[config.mk]
export PLATFORM = sky130hd
export DESIGN_NAME = presettable_divider
export DESIGN_NICKNAME = d
export VERILOG_FILES = /design/src/rtl/cdiv_pkg.sv /design/src/rtl/cdiv_prescaler.sv /design/src/rtl/cdiv_slice.sv /design/src/rtl/cdiv_ratio_ctrl.sv /design/src/rtl/presettable_divider.sv
export SDC_FILE = /design/constraint.sdc
export NUM_CORES = 1
export LEC_CHECK = 0
export CORE_MARGIN = 2
export CORE_UTILIZATION = 45
export CTS_CLUSTER_SIZE = 24
export DETAILED_ROUTE_END_ITERATION = 16
export PLACE_DENSITY = 0.63
export SYNTH_ARGS = -nofsm -noshare
export SYNTH_HDL_FRONTEND = slang
export SYNTH_SLANG_ARGS = --single-unit
[constraint.sdc]
create_clock -name clk_i -period 10.05 [get_ports clk_i]
set_clock_uncertainty 0.05 [all_clocks]
set_input_delay 2.01 -clock clk_i [delete_from_list [all_inputs] [get_ports clk_i]]
set_output_delay 2.01 -clock clk_i [all_outputs]
set_load 0.05 [all_outputs]
[src/rtl/cdiv_pkg.sv]
package cdiv_pkg;

    // default geometry of the divider
    localparam int CDIV_SLICE_W = 4;
    localparam int CDIV_SLICES  = 3;
    localparam int CDIV_PRE_W   = 3;

    // how the divided output is produced
    typedef enum logic {
        MODE_BYPASS = 1'b0,   // ratio 0/1: output follows the strobe
        MODE_TAP    = 1'b1    // output is a count bit
    } cdiv_mode_e;

    // index width able to address every count bit (at least one bit)
    function automatic int cdiv_idx_w(input int bits);
        int w;
        w = 1;
        while ((1 << w) < bits) w++;
        return w;
    endfunction

endpackage

[src/rtl/cdiv_prescaler.sv]
module cdiv_prescaler #(
    parameter int PRE_W = 3
) (
    input  logic clk_i,
    input  logic rst_i,
    output logic en_o
);
    generate
        if (PRE_W == 0) begin : g_none
            assign en_o = 1'b1;
        end else begin : g_cnt
            logic [PRE_W-1:0] cnt_q;
            always_ff @(posedge clk_i) begin
                if (rst_i) cnt_q <= '0;
                else       cnt_q <= cnt_q + 1'b1;
            end
            // strobe while the counter is full
            assign en_o = &cnt_q;
        end
    endgenerate
endmodule

[src/rtl/cdiv_slice.sv]
module cdiv_slice #(
    parameter int W = 4
) (
    input  logic         clk_i,
    input  logic         load_i,
    input  logic [W-1:0] preset_i,
    input  logic         en_i,
    output logic [W-1:0] q_o,
    output logic         carry_o
);
    logic [W-1:0] q_q;

    always_ff @(posedge clk_i) begin
        if (load_i)    q_q <= preset_i;
        else if (en_i) q_q <= q_q + 1'b1;
    end

    assign q_o     = q_q;
    // carry to the next slice: this slice is full and enabled
    assign carry_o = en_i & (&q_q);
endmodule

[src/rtl/cdiv_ratio_ctrl.sv]
module cdiv_ratio_ctrl
    import cdiv_pkg::*;
#(
    parameter int CNT_W = 12,
    parameter int TAP_W = 4
) (
    input  logic             clk_i,
    input  logic             rst_i,
    input  logic             tc_i,
    input  logic [CNT_W-1:0] n_i,
    output logic [CNT_W-1:0] preset_o,
    output logic [CNT_W-1:0] n_act_o,
    output logic [TAP_W-1:0] tap_o,
    output cdiv_mode_e       mode_o
);
    logic [CNT_W-1:0] n_act_q;
    logic [CNT_W-1:0] nm1_in;
    logic [CNT_W-1:0] nm1_act;
    logic [TAP_W-1:0] tap;

    // ratio captured only when the chain restarts
    always_ff @(posedge clk_i) begin
        if (rst_i || tc_i) n_act_q <= n_i;
    end

    // start value for the next period, derived from the incoming ratio
    always_comb begin
        nm1_in = n_i - CNT_W'(1);
        if (n_i <= CNT_W'(1)) preset_o = '1;
        else                  preset_o = ~nm1_in;
    end

    // output tap: highest set bit of (active ratio - 1)
    always_comb begin
        nm1_act = n_act_q - CNT_W'(1);
        tap     = '0;
        for (int b = 0; b < CNT_W; b++) begin
            if (nm1_act[b]) tap = TAP_W'(b);
        end
    end

    assign tap_o   = tap;
    assign n_act_o = n_act_q;
    assign mode_o  = (n_act_q <= CNT_W'(1)) ? MODE_BYPASS : MODE_TAP;
endmodule

[src/rtl/presettable_divider.sv]
module presettable_divider
    import cdiv_pkg::*;
#(
    parameter int SLICE_W = CDIV_SLICE_W,
    parameter int SLICES  = CDIV_SLICES,
    parameter int PRE_W   = CDIV_PRE_W,
    parameter int CNT_W   = SLICE_W * SLICES
) (
    input  logic             clk_i,
    input  logic             rst_i,
    input  logic [CNT_W-1:0] n_i,
    output logic             tc_o,
    output logic             div_o
);
    localparam int TAP_W = cdiv_idx_w(CNT_W);

    logic              pre_en;
    logic [SLICES:0]   en_chain;
    logic [CNT_W-1:0]  count;
    logic [CNT_W-1:0]  preset;
    logic [CNT_W-1:0]  n_act;
    logic [TAP_W-1:0]  tap;
    cdiv_mode_e        mode;
    logic              tc;
    logic              load;

    cdiv_prescaler #(.PRE_W(PRE_W)) pre_i (
        .clk_i (clk_i),
        .rst_i (rst_i),
        .en_o  (pre_en)
    );

    assign en_chain[0] = pre_en;
    assign tc          = en_chain[SLICES];
    assign load        = rst_i | tc;

    generate
        for (genvar s = 0; s < SLICES; s++) begin : g_slice
            cdiv_slice #(.W(SLICE_W)) slice_i (
                .clk_i    (clk_i),
                .load_i   (load),
                .preset_i (preset[s*SLICE_W +: SLICE_W]),
                .en_i     (en_chain[s]),
                .q_o      (count[s*SLICE_W +: SLICE_W]),
                .carry_o  (en_chain[s+1])
            );
        end
    endgenerate

    cdiv_ratio_ctrl #(.CNT_W(CNT_W), .TAP_W(TAP_W)) ctrl_i (
        .clk_i    (clk_i),
        .rst_i    (rst_i),
        .tc_i     (tc),
        .n_i      (n_i),
        .preset_o (preset),
        .n_act_o  (n_act),
        .tap_o    (tap),
        .mode_o   (mode)
    );

    assign tc_o  = tc;
    assign div_o = (mode == MODE_BYPASS) ? tc : count[tap];
endmodule

Word level (Yosys, flattened, before mapping)
Index checks and enable logic that the tools add are counted.
{"block": "totals", "memories": 0, "ram_bits": 0, "output_inout_bits": 2, "word_cells": 48, "input_bits": 14, "mem_bits_ro": 0, "latchBits": 0, "register_bits": 27}
{"block": "op_classes", "n_lt_le_gt_ge": 3, "shifts": 0, "bitwise_logic": 5, "addsub": 6, "n_mux": 21, "n_mul": 0, "n_reduce_logical": 8, "div": 0, "eq_ne": 0}
{"operator": "4-bit two-way mux", "n": 10}
{"operator": "12-bit by 1-bit <= comparator with 1-bit output, second input constant", "n": 2}
{"operator": "12-bit by 1-bit subtractor with 12-bit output, second input constant", "n": 2}
{"operator": "4-bit by 1-bit adder with 4-bit output, second input constant", "n": 3}
{"operator": "12-bit two-way mux", "n": 1}
{"operator": "3-bit two-way mux", "n": 4}
{"operator": "12-bit NOT", "n": 1}
{"operator": "4-bit AND reduction", "n": 3}
{"operator": "2-bit nonzero test", "n": 3}
{"operator": "4-bit by 5-bit < comparator with 1-bit output, second input constant", "n": 1}
{"operator": "1-bit binary-select mux with 4-bit select", "n": 1}
{"operator": "2-bit two-way mux", "n": 2}
{"operator": "3-bit by 1-bit adder with 3-bit output, second input constant", "n": 1}
{"operator": "1-bit bitwise AND", "n": 3}
{"operator": "1-bit two-way mux", "n": 3}
{"operator": "3-bit AND reduction", "n": 1}
{"operator": "1-bit logical OR", "n": 1}
{"operator": "1-bit bitwise OR", "n": 1}

Longest topological paths before layout
{"block": "depth", "depth_word": 15, "ltp_mapped": 12, "ltp_nobuf": 10}

Modules after synthesis
A second synthesis with hierarchy kept.
{"block": "hier_totals", "hier_cells": 214, "hier_area_um2": 2137.0}
{"module": "cdiv_ratio_ctrl", "instances": 1, "seq_area_each_um2": 360.3, "cells_each": 142, "area_per_inst_um2": 1272.5}
{"module": "cdiv_slice", "instances": 3, "seq_area_each_um2": 120.1, "cells_each": 17, "area_per_inst_um2": 209.0}
{"module": "presettable_divider", "instances": 1, "seq_area_each_um2": 0.0, "cells_each": 13, "area_per_inst_um2": 136.4}
{"module": "cdiv_prescaler", "instances": 1, "seq_area_each_um2": 60.1, "cells_each": 8, "area_per_inst_um2": 101.3}

Least setup slack after synthesis
Ideal clock, no wire load.
{"block": "synth_timing", "path_type": "reg2out", "from": "register ctrl_i.n_act_q[0], in the netlist ctrl_i.n_act_o[0]", "to": "output div_o", "required_ps": 7990, "path_buffers": 1, "arrival_ps": 2866, "path_stages_with_launch": 12, "path_slack_ps": 5124, "cell_sequence": "edfxtp_1 inv_1 ha_1 buf_2 or3b_2 nor3_1 a211o_1 o32ai_1 nor2_1 mux2i_1 mux2_2 a221o_1"}
{"block": "synth_between", "elab_chain_cells": 15, "elab_cells_between_ends": 16, "cone_classes": "add/sub: 1; order compare: 1; mux: 14"}
{"element": "start: declaration", "line": "cdiv_ratio_ctrl.sv:16", "rtl": "logic [CNT_W-1:0] n_act_q;"}
{"element": "start signal: assignment", "line": "cdiv_ratio_ctrl.sv:23", "rtl": "if (rst_i || tc_i) n_act_q <= n_i;"}
{"element": "12-bit by 1-bit subtractor with 12-bit output", "line": "cdiv_ratio_ctrl.sv:35", "rtl": "nm1_act = n_act_q - CNT_W'(1);"}
{"element": "1-bit two-way mux", "line": "cdiv_ratio_ctrl.sv:38", "rtl": "if (nm1_act[b]) tap = TAP_W'(b);"}
{"element": "2-bit two-way mux (2 in a row)", "line": "cdiv_ratio_ctrl.sv:38"}
{"element": "3-bit two-way mux (4 in a row)", "line": "cdiv_ratio_ctrl.sv:38"}
{"element": "4-bit two-way mux (4 in a row)", "line": "cdiv_ratio_ctrl.sv:38"}
{"element": "1-bit binary-select mux with 4-bit select", "line": "presettable_divider.sv:62", "rtl": "assign div_o = (mode == MODE_BYPASS) ? tc : count[tap];"}
{"element": "1-bit two-way mux (not written as such)", "line": "presettable_divider.sv:62"}
{"element": "1-bit two-way mux (*)", "line": "presettable_divider.sv:62"}
{"element": "end: declaration", "line": "presettable_divider.sv:13", "rtl": "output logic div_o"}
Mark *: on every way between the ends. The rest lies on a longest branch, timed or not. The select of a mux whose other input is x is not followed.

Worst setup path after layout
Same ends and word-level chain as after synthesis.

==> metrics.sh <==
POST-SYNTH-TOP-AREA-FRACTION_PCT=36.66
CRIT_PATH_TOP_DELAY_CELL='clkdlybuf4s50_1'
STARTING_DENSITY_PCT=45.78
RUN_STATUS='complete, no violations'
POSTSYNTHCELLCOUNT=202
FINAL.MIN_CLOCK_PERIOD_NS=6.285
CRITICAL_PATH_ARRIVAL_NS=4.22
DETAILEDPLACEMENTHPWL_MM=3.305
SYNTH_TOP_CELL_BY_AREA='edfxtp_1'
CP_SLOWEST_STAGE_DELAY_NS=0.70
FINAL_COMMON_CELL='nor2_1'
SLEW_HEADROOM_PCT=48.62
SYN_AREA_MM2=0.001966
FINAL_ANTENNA_NET_COUNT=0
WORSTHOLDPATHCELLS=1
NUM_ANTENNA_CELLS=0
NUMBER_OF_PINS_WITH_NEGATIVE_MAX_SLEW_SLACK_IN_THE_FINAL_REPORT=0
CLOCK_TREE.ROOT_CELL='clkbuf_8'
FINALHOLDVIOLATIONS=0
CRIT_CELLS=11
SYNTH-EDFF-COUNT=24
ACHIEVABLE_FREQ_MHz=159.1
POST_CTS_HOLD_BUFFER_COUNT=0
FINAL_LAYOUT_SIZE_SUFFIX_GT1_SHARE_PCT=7.477
GRT_MAX_DEGREE=17
NUM_ROWS=24
ROUTEDWLPERCELL_UM=16.54
VIAS=1592
TIGHTEST_SLEW_NS=0.7643
CTS_INSERTED_BUFFERS=3
RSZ_0062_RAISED_AFTER_GLOBAL_ROUTING='false'
WORST_HOLD_PATH_TYPE='flip-flop to flip-flop'
RR_WORST_DEPTH=9
GRT.MET1_USAGE_PCT=24.01
MAX_CAP_VIOLATIONS=0
DRTITER0DRC=100
IR_WORST_VDD_mV=0.06576
POST-CTS-SETUP-BUFFERS=0
IO_PINS=16
GRT_PASS1_WL_MM=7.217
AREA_DELTA_SYNTH_FINAL_PCT=11.08
CTS_MAX_LEVEL=1
GRT_MOST_USED_LAYER='met2'
CP.BUFFERS_INVERTERS=2
GRT.OVERFLOW.TOTAL=0
CLOCK_SINK_COUNT=27
SETUP_TNS_NS=0
GLOBAL_ROUTE.USAGE.TOTAL_PCT=18.28
DETAILED_ROUTING_ITERATION_COUNT_FOR_THE_PRE_ANTENNA_REPAIR_PASS=4
SYNTH_TOP_FLOP_CELL='edfxtp_1'
CP_TOP_FAMILY='simple AND/OR/NAND/NOR gates'
LONGEST_CLK_PATH_BUFS=2
DIE_AREA_MM2=0.004913
DETAIL_ROUTE.VIAS_PER_CELL=5.985
ROUTED_WL_MM=4.399
POST_SYNTHESIS_SEQUENTIAL_ELEMENT_COUNT=27
DRC=0
DIE_W_UM=70.09
GROUTE.LAYER.MET3.USAGE_PCT=3.175
SYNTH_TOP_CELLS_BY_AREA='edfxtp_1 37%, ha_1 5.7%, nor2_1 5.7%, mux2i_1 4.6%, xnor2_1 4.5%'
WORSTSETUPSTARTPOINTTYPE='flip-flop'
SETUP.WORST_PATH.END_CLASS='output pin'
CLOCK_INSERTION_DELAY_WORST_SKEW_NS=0.29
ANTENNA_FOUND_INITIAL=0
POWER.LEAKAGE_nW=0.7577
REPORT.POWER.TOTAL_W=0.0002731
CP_MAX_FO=13
SETUP.WORST_PATH.CLASS='flip-flop to output pin'
SYNTH.YOSYS.SEQ_AREA_SHARE_PCT=39.72
TIMING.CRITICAL_PATH.CELLS='inv_1 -> ha_1 -> nor3b_2 -> nand2_1 -> a211o_1 -> o32ai_1 -> nor2_1 -> mux2i_1 -> mux2_2 -> a221o_1 -> clkdlybuf4s50_1'
POWER-PER-CELL-AREA_mW_PER_MM2=125.1
SYNTH-ASYNC-RESET-RATIO_PCT=0
CTS.REPORTEDPATHS.CLKPINSLEW_NS=0.11
NUM-NETS-FINAL=238
POST_SYNTH.CELL_AREA_AVG_UM2=9.731
SETUP_VIOL_COUNT_FINAL=0
MOST-COMMON-LAYOUT-CELLS='30 x nor2_1, 24 x edfxtp_1, 15 x clkdlybuf4s50_1, 14 x a21oi_1'
ROUTABILITYCONGESTION=0.8844
SYNTH_CELL_TYPES=47
POST_CTS_RESIZED=0
SYNTH.NET_COUNT=225
PERIOD_SHARE_PCT=62.53
CORE_REGION_AREA_MM2=0.004294
VIAS_IN_THE_FIRST_GLOBAL_ROUTE=1546
NUMPORTBUFFERS=15
SYNTH-WARNING-COUNT=0
CTS_TREE='yes'
GRT.MET2_USAGE_PCT=30.05
WORST-ENDPOINT-REQUIRED_NS=7.99
CHIPHEIGHT_UM=70.09
layout make-up:
class | count | area [um2]
clock buffer | 3 | 41.29
clock inverter | 1 | 7.507
fill | 391 | 2111
inverter | 6 | 22.52
multi-input combinational | 162 | 1116
sequential | 27 | 780.7
tap | 52 | 65.06
timing repair buffer | 15 | 150.1
state kept, by name, indices dropped and copies added (netlist names):
register and flops:
g_slice.slice_i.q_o 12, ctrl_i.n_act_o 12, pre_i.g_cnt.cnt_q 3
report_power, final:
group          internal, W  total (W)  switching, W
combinational    0.0000286  0.0000597     0.0000311
sequential        0.000134   0.000147     0.0000131
clock            0.0000283  0.0000666     0.0000383
through the flow:
| step | std cells | utilization (%) | hold slack (ns) | instance area (um2) | setup WS (ns) |
|---|---|---|---|---|---|
| 2_1_floorplan | 202 | - | 0.3446 | 1966 | 5.124 |
| 3_3_place_gp | 262 | 49.71 | 0.3569 | 2135 | 4.298 |
| 3_5_place_dp | 262 | 49.71 | 0.3727 | 2135 | 4.172 |
| 4_1_cts | 266 | 50.85 | 0.3882 | 2183 | 3.835 |
| 5_1_grt | 266 | 50.85 | 0.4187 | 2183 | 3.528 |
| 6_report | 266 | 50.85 | 0.3803 | 2183 | 3.765 |
path summary, 6_finish.rpt:
check | from | to | slack (ns)
hold / removal | pre_i.g_cnt.cnt_q[0] | pre_i.g_cnt.cnt_q[0] | 0.38
hold reg to reg | pre_i.g_cnt.cnt_q[0] | pre_i.g_cnt.cnt_q[0] | 0.38
setup / recovery | ctrl_i.n_act_o[0] | div_o | 3.77
setup reg to reg | g_slice[0].slice_i.q_o[0] | g_slice[1].slice_i.q_o[3] | 6.87
metal layers:
layer / share of wire (%) / vias up
li1: - / 776
met1: 46 / 769
met2: 47 / 38
met3: 4.1 / 9
met4: 2.3 / 0
met5: 0 / -
cells in the mapped netlist (all sizes together), types with 5 or more instances:
master / instances
nor2: 30
edfxtp: 24
a21oi: 14
nand2: 10
xnor2: 10
ha: 9
mux2i: 9
nor3: 9
xor2: 7
buf: 6
inv: 6
o21ai: 6
nand3: 5
cells by family after synthesis:
| family | after synthesis | synth area share (%) |
|---|---|---|
| adders and majority gates | 9 | 5.729 |
| and+or+nand+nor | 86 | 23.62 |
| xor gates and xnor gates | 17 | 7.575 |
| DFF | 27 | 39.72 |
| AOI/OAI and AO/OA | 39 | 14.13 |
| muxes | 11 | 5.729 |
| buffers and inverters | 13 | 3.501 |
worst reg2reg max path: stages, from the launching register on:
cell      delay (ns)
edfxtp_1        0.47
ha_1            0.27
nand4_1         0.14
nor2_1          0.08
and4_1          0.23
nor2_1          0.56
inv_1           0.52
nand2_1         0.47
nor2_1          0.09
a21oi_1         0.16
Power figures use the tool's default switching activity.
